**src/rtl/mp_pkg.sv**
```systemverilog
package mp_pkg;
  localparam int BYTE_W = 8;

  // packet slot sequence; order is the wire order
  typedef enum logic [2:0] {
    SLOT_HEAD = 3'd0,
    SLOT_X    = 3'd1,
    SLOT_Y    = 3'd2,
    SLOT_PAD0 = 3'd3,
    SLOT_PAD1 = 3'd4
  } slot_e;

  // start marker with active-low buttons: {left, middle, right}
  function automatic logic [BYTE_W-1:0] head_byte(input logic [2:0] btn);
    return {1'b1, 4'b0000, ~btn};
  endfunction
endpackage

```
**src/rtl/mp_clamp.sv**
```systemverilog
module mp_clamp #(
  parameter int IN_W   = 16,
  parameter int OUT_W  = 8,
  parameter bit NEGATE = 1'b0
) (
  input  logic [IN_W-1:0]  d_in,
  output logic [OUT_W-1:0] d_out
);
  localparam int                    LIM = (2 ** (OUT_W - 1)) - 1;
  localparam logic signed [IN_W:0]  HI  = (IN_W + 1)'(LIM);
  localparam logic signed [IN_W:0]  LO  = -HI;

  logic signed [IN_W:0] wide;

  // one extra bit so that negating the most negative input cannot wrap
  generate
    if (NEGATE) begin : g_neg
      assign wide = -$signed({d_in[IN_W-1], d_in});
    end else begin : g_pass
      assign wide = $signed({d_in[IN_W-1], d_in});
    end
  endgenerate

  always_comb begin
    if (wide > HI)      d_out = HI[OUT_W-1:0];
    else if (wide < LO) d_out = LO[OUT_W-1:0];
    else                d_out = wide[OUT_W-1:0];
  end
endmodule

```
**src/rtl/mp_seq.sv**
```systemverilog
module mp_seq
  import mp_pkg::*;
(
  input  logic              clk,
  input  logic              rst,
  input  logic              ev_valid,
  output logic              ev_ready,
  input  logic [BYTE_W-1:0] head_in,
  input  logic [BYTE_W-1:0] x_in,
  input  logic [BYTE_W-1:0] y_in,
  input  logic              q_full,
  output logic              q_push,
  output logic [BYTE_W-1:0] q_byte
);
  slot_e             slot_q;
  logic              rdy_q, push_q;
  logic [BYTE_W-1:0] byte_q, x_q, y_q, next_byte;
  logic              take, xfer;

  assign take = ev_valid && rdy_q;
  assign xfer = push_q && !q_full;

  always_comb begin
    case (slot_q)
      SLOT_HEAD: next_byte = x_q;
      SLOT_X:    next_byte = y_q;
      default:   next_byte = '0;
    endcase
  end

  always_ff @(posedge clk) begin
    if (rst) begin
      rdy_q  <= 1'b1;
      push_q <= 1'b0;
      slot_q <= SLOT_HEAD;
      byte_q <= '0;
      x_q    <= '0;
      y_q    <= '0;
    end else if (take) begin
      rdy_q  <= 1'b0;
      push_q <= 1'b1;
      slot_q <= SLOT_HEAD;
      byte_q <= head_in;
      x_q    <= x_in;
      y_q    <= y_in;
    end else if (xfer) begin
      if (slot_q == SLOT_PAD1) begin
        push_q <= 1'b0;
        rdy_q  <= 1'b1;
      end else begin
        slot_q <= slot_e'(slot_q + 3'd1);
        byte_q <= next_byte;
      end
    end
  end

  assign ev_ready = rdy_q;
  assign q_push   = push_q;
  assign q_byte   = byte_q;

  // head byte carries the fixed marker bits
  p_head_marker_r2: assert property (@(posedge clk) disable iff (rst)
    (push_q && slot_q == SLOT_HEAD) |-> (byte_q[7:3] == 5'b10000));
  // X byte never takes the unclamped minimum
  p_x_range_r3: assert property (@(posedge clk) disable iff (rst)
    (push_q && slot_q == SLOT_X) |-> (byte_q != 8'h80));
  // Y byte never takes the unclamped minimum
  p_y_range_r4: assert property (@(posedge clk) disable iff (rst)
    (push_q && slot_q == SLOT_Y) |-> (byte_q != 8'h80));
  // padding slots offer zero
  p_pad_zero_r5: assert property (@(posedge clk) disable iff (rst)
    (push_q && (slot_q == SLOT_PAD0 || slot_q == SLOT_PAD1)) |-> (byte_q == '0));
  // acceptance starts a packet with the head slot
  p_start_head_r6: assert property (@(posedge clk) disable iff (rst)
    take |=> (push_q && slot_q == SLOT_HEAD));
  // no new event while a packet is on offer
  p_busy_not_ready_r7: assert property (@(posedge clk) disable iff (rst)
    push_q |-> !rdy_q);
  // a full queue freezes the offered byte
  p_hold_on_full_r8: assert property (@(posedge clk) disable iff (rst)
    (push_q && q_full) |=> (push_q && $stable(byte_q)));
  // final transfer frees the input side
  p_release_r9: assert property (@(posedge clk) disable iff (rst)
    (xfer && slot_q == SLOT_PAD1) |=> (rdy_q && !push_q));
endmodule

```
**src/rtl/mouse_pkt_encoder.sv**
```systemverilog
module mouse_pkt_encoder
  import mp_pkg::*;
#(
  parameter int DELTA_W = 16
) (
  input  logic               clk,
  input  logic               rst,
  input  logic               ev_valid,
  output logic               ev_ready,
  input  logic [DELTA_W-1:0] ev_dx,
  input  logic [DELTA_W-1:0] ev_dy,
  input  logic [2:0]         ev_btn,
  input  logic               q_full,
  output logic               q_push,
  output logic [BYTE_W-1:0]  q_byte
);
  logic [BYTE_W-1:0] x_sat, y_sat, head;

  assign head = head_byte(ev_btn);

  mp_clamp #(.IN_W(DELTA_W), .OUT_W(BYTE_W), .NEGATE(1'b0)) i_clamp_x (
    .d_in (ev_dx),
    .d_out(x_sat)
  );

  mp_clamp #(.IN_W(DELTA_W), .OUT_W(BYTE_W), .NEGATE(1'b1)) i_clamp_y (
    .d_in (ev_dy),
    .d_out(y_sat)
  );

  mp_seq i_seq (
    .clk     (clk),
    .rst     (rst),
    .ev_valid(ev_valid),
    .ev_ready(ev_ready),
    .head_in (head),
    .x_in    (x_sat),
    .y_in    (y_sat),
    .q_full  (q_full),
    .q_push  (q_push),
    .q_byte  (q_byte)
  );
endmodule

```
**config.mk**
```make
export PLATFORM = sky130hd
export DESIGN_NAME = mouse_pkt_encoder
export DESIGN_NICKNAME = d
export VERILOG_FILES = /design/src/rtl/mp_pkg.sv /design/src/rtl/mp_clamp.sv /design/src/rtl/mp_seq.sv /design/src/rtl/mouse_pkt_encoder.sv
export SDC_FILE = /design/constraint.sdc
export NUM_CORES = 1
export LEC_CHECK = 0
export BUFFER_PORTS_ARGS = -buffer_cell sky130_fd_sc_hd__buf_2
export CORE_AREA = 2 2 61 63
export CTS_CLUSTER_SIZE = 40
export DETAILED_ROUTE_END_ITERATION = 16
export DIE_AREA = 0 0 63 65
export PLACE_DENSITY = 0.8
export SLEW_MARGIN = 10
export SYNTH_ARGS = -nofsm -noshare
export SYNTH_HDL_FRONTEND = slang
export SYNTH_SLANG_ARGS = --single-unit
```
**constraint.sdc**
```tcl
create_clock -name clk -period 4.68 [get_ports clk]
set_input_delay 0.468 -clock clk [delete_from_list [all_inputs] [get_ports clk]]
set_output_delay 0.468 -clock clk [all_outputs]
set_load 0.005 [all_outputs]
```
## Word level (Yosys, flattened, before mapping)

Cells that the tools add are included.

| word-level totals | value |
|---|---|
| logic and storage cells | 42 |
| output and inout port bits | 10 |
| register bits after elaboration | 29 |
| bits of input ports | 39 |

| cells by class | value |
|---|---|
| equality and inequality tests | 3 |
| multiplexer cells | 14 |
| reductions and logical operators | 10 |
| add/subtract/negate cells | 2 |
| magnitude comparators | 4 |
| bitwise gates (word level) | 2 |

Operators with widths:

| cell | count |
|---|---|
| 2-to-1 mux 8 bit | 7 |
| greater-than comparator 17 x 8 -> 1 bit (second input constant) | 1 |
| < comparator 17 x 8 -> 1 bit (second input constant) | 1 |
| negation 16 -> 17 bit | 1 |
| greater-than comparator 16 x 8 -> 1 bit (second input constant) | 1 |
| < comparator 16 x 8 -> 1 bit (second input constant) | 1 |
| case mux 8 bit (2 select lines) | 1 |
| 2-to-1 mux 1 bit | 6 |
| AND reduction 2 bit | 3 |
| nonzero test 2 bit | 2 |
| adder 3 x 1 -> 3 bit (second input constant) | 1 |
| equality test 3 x 1 -> 1 bit (second input constant) | 1 |
| equality test 3 bit (second input constant) | 1 |
| logical NOT 3 bit | 1 |
| NOT 3 bit | 1 |
| logical AND 1 bit | 2 |
| != test 2 x 1 -> 1 bit (second input constant) | 1 |
| OR reduction 2 bit | 1 |
| logical NOT 1 bit | 1 |
| NOT 1 bit | 1 |

## Logic depth before layout (Yosys ltp)

| depth | value |
|---|---|
| word-level depth | 5 |
| mapped depth | 9 |
| depth with buffers taken out | 8 |

## Cells and area by module

From an unflattened synthesis, not the netlist that was laid out.

| second synthesis, totals | value |
|---|---|
| cells, all modules | 263 |
| area total of the unflattened synthesis | 2070.7 sq um |

By module, submodules not included:

| module | area each (sq um) | cells an instance | instances | seq. area each (sq um) |
|---|---|---|---|---|
| mp_seq | 1333.8 | 155 | 1 | 580.6 |
| mp_clamp (i_clamp_y) | 598.1 | 86 | 1 | 0.0 |
| mp_clamp (i_clamp_x) | 120.1 | 17 | 1 | 0.0 |
| mouse_pkt_encoder | 18.8 | 5 | 1 | 0.0 |

## Worst setup path after synthesis

No wires, ideal clock.

| timing | value |
|---|---|
| path kind | input to register |
| start point | input port ev_dy[0] |
| end point | register i_seq.y_q[0] |
| data arrival time | 2167 ps |
| path buffers | 1 |
| library setup time | 91 ps |
| slack | 2422 ps |
| cell stages on the path | 9 |
| data required time | 4589 ps |
| cell sequence | inv_1 > ha_1 > or3b_1 > clkbuf_2 > nor3_1 > o221ai_2 > and4bb_4 > o21bai_1 > a311oi_1 |

| between the ends | value |
|---|---|
| cells in the longest elaborated chain, start to end | 4 |
| elaborated cells on any way between the ends | 5 |
| classes of those cells | 1 x add/sub; 2 x order compare; 2 x mux |

Ends and longest elaborated chain:

| item | RTL line | source |
|---|---|---|
| start: declaration | mouse_pkt_encoder.sv:11 | `input logic [DELTA_W-1:0] ev_dy,` |
| negation 16 -> 17 bit (*) | mp_clamp.sv:18 | `assign wide = -$signed({d_in[IN_W-1], d_in});` |
| < comparator 17 x 8 -> 1 bit | mp_clamp.sv:26 | `else if (wide < LO) d_out = LO[OUT_W-1:0];` |
| 2-to-1 mux 8 bit | mp_clamp.sv:26 |  |
| 2-to-1 mux 8 bit (*) | mp_clamp.sv:25 | `if (wide > HI) d_out = HI[OUT_W-1:0];` |
| end signal: assignment | mp_seq.sv:45 | `y_q <= y_in;` |
| end: declaration | mp_seq.sv:17 | `logic [BYTE_W-1:0] byte_q, x_q, y_q, next_byte;` |

Every way passes the cells marked *; elsewhere a longest branch is shown, timed or not.
A chain may end at the register's enable or synchronous reset.

## Final worst setup path

| timing | value |
|---|---|
| start point | input port ev_dy[0] |
| end point | register i_seq.y_q[6] |

The elaborated chain is that of the path after synthesis.

==> run metrics <==
DR iter-0 viols=109; CTS Buf Count=5; Final WS setup=about 2.3 ns; Setup CP Type=input port to flip-flop; critical path, cell by cell=buf_2 -> inv_1 -> ha_1 -> or3b_1 -> nor4_1 -> o2111ai_1 -> o21ai_1 -> a311oi_1; largest net degree at the start of global routing=25; Max VDD drop=between 0.08 and 0.09 mV; layout cells sized above 1=0.247; DR pass1 iterations=4; final setup fails=0; register area share after synthesis=0.322; Place WS=around 2.0 ns; fin crit period=2.36 ns; CP bufs+invs=2; commonest non-fill, non-tap cell in the layout=buf_2; Worst path max stage delay=~0.5 ns; Relative slew margins=0.494; Congestion Overflow GR=0; initial antenna violation count=0; Mapped Cells=220; gpl congestion=roughly 0.83; worst slew pin tran=0.758 ns; crit-path max FO=7; synth top area cells=dfxtp_1 (32%), nor2_1 (5.4%), nor3_1 (4.4%); first-pass GRT wire length=around 7.0 mm; setup_tns=0 ns; port buffer count=48; Via density=5.67; LEAKAGE=0.795 nW; commonest non-fill, non-tap cells in the layout=buf_2 (48), dfxtp_1 (29), nor2_1 (26), nand2_1 (17), nor3_1 (16); CTS root buffer=clkbuf_4; DRC viols=0; MaxCap Viol Count=0; DIE HEIGHT=65 µm; CTS clk-pin slew, worst paths=0.09 ns; Required @ worst endpoint=~4.8 ns; Total Nets Final=roughly 310; Yosys top cell area share=0.322; vias in the first global route=1597; Critical Path AT=2.52 ns; worst hold path class=input port to flip-flop; post-synth cell types=53; PwrDens=roughly 250 mW/mm²; post-synth net total=264; Synth-to-Final Area Change=14.6%; cell row count=22; Hold Fails Final Rpt=0; Top FF cell, synth=dfxtp_1; Tot GR Track Use=0.215; cts repair resizes=0; Clock Skews=around 0.0039 ns; routed via count=1763; post-synthesis register bit count=29; element type at the critical path start=input port; H-tree depth=2; total inserted antenna cells=0; Slowest-stage cell, CP=or3b_1; Die W=~63 µm; syn_area_per_cell=8.20 µm²; hpwl dp=3.14 mm; FF-to-FF setup slack=2.51 ns; YS warnings=0; fraction of the cycle the final worst path needs=0.505; Worst setup EP type=flip-flop; deepest clock path buffer count=2; number of nets with antenna violations after routing=0; post-DR wirelength/cell=between 10 and 15 µm; Fmax=0.423 GHz; CTS tree=yes; Boundary Pins=49; routed wire length=4.04 mm; Post-synth EDFFs=0; setup bufs post-CTS=0; Synth async-reset ratio=0; RSZ-0062 raised after global routing=false; Core Area=0.00350 mm²; Synth area leader=dfxtp_1; fin. max-slew vios=0; clk sinks=29; die area=0.00410 mm²; clk_lat worst skew=0.33 ns; Synth Cell Area=0.00180 mm²; CP delay by family, top=simple AND/OR/NAND/NOR gates; hold-fix buffer count after cts=0; Initial Util=0.516; status=finished, final reports clean
==> stage by stage <==
step	total power, mW	std cells	util	hold WS, ns	area [µm²]
after floorplan	0.341	220	-	0.426	1800
after global placement	0.377	303	0.577	0.446	2020
after detailed placement	0.379	303	0.577	0.448	2020
after CTS	0.521	311	0.592	0.301	2070
after global routing	0.544	311	0.592	0.308	2070
final	0.516	311	0.592	0.309	2070
==> worst register-to-register path, stage by stage (launching register included) <==
cell	delay (ns)
dfxtp_1	0.38
inv_1	0.08
ha_1	0.32
nand2_1	0.13
nand3_1	0.50
nor3_1	0.36
a211oi_1	0.08
a211oi_1	0.24
==> logic make-up after synthesis <==
kind of cell / count (synthesis) / share of synthesized area
muxes: 2 / 0.0111
AOI/OAI and AO/OA: 59 / 0.243
xor gates and xnor gates: 8 / 0.0388
and+or+nand+nor: 97 / 0.287
DFF: 29 / 0.322
adders and majority gates: 5 / 0.0347
buffers and inverters: 20 / 0.0631
==> cell usage after synthesis, types with 6 or more instances <==
library cell / instances
a21oi_1: 13
a22oi_1: 8
o21ai_0: 9
a211oi_1: 7
inv_1: 7
nand2_1: 17
a311oi_1: 6
xnor2_1: 6
nor2_1: 26
nor4_1: 7
nor3_1: 16
dfxtp_1: 29
==> path summary, 6_finish.rpt <==
check | startpoint | end | depth (start not counted)
worst min-delay path | ev_btn[2] | i_seq.q_byte[2] | 2
worst max register to register | i_seq.slot_q[0] | i_seq.q_byte[0] | 7
worst max-delay path | ev_dy[0] | i_seq.y_q[6] | 8
worst min register to register | i_seq.x_q[5] | i_seq.x_q[5] | 2
==> flip-flops by register name (all words and copies together), names as in the netlist <==
name and cells:
i_seq.ev_ready 1, i_seq.q_byte 8, i_seq.q_push 1, i_seq.slot_q 3, i_seq.x_q 8, i_seq.y_q 8
==> layer usage <==
layer,up-vias,part of all wire,GRT usage
met1,793,0.44,0.253
met3,6,0.063,0.0556
li1,905,-,-
met5,-,0,0
met2,59,0.48,0.371
met4,0,0.017,0.0889
==> where the power goes <==
group / total (mW) / internal (mW) / switching (mW)
combinational: 0.102 / 0.0430 / 0.0588
sequential: 0.272 / 0.262 / 0.00977
clock: 0.142 / 0.0570 / 0.0852
total: 0.516 / 0.362 / 0.154
==> area by class of cell <==
type                    instances  area (µm²)
fillers                       346        1430
well taps                      48        60.1
multi-input cells             171        1110
repair buffers                 48         240
inverters                       7        26.3
flip-flops and latches         29         581
clock inverters                 2        10.0
clock buffers                   6        41.3
No activity file was read; power rests on OpenSTA's default activity.
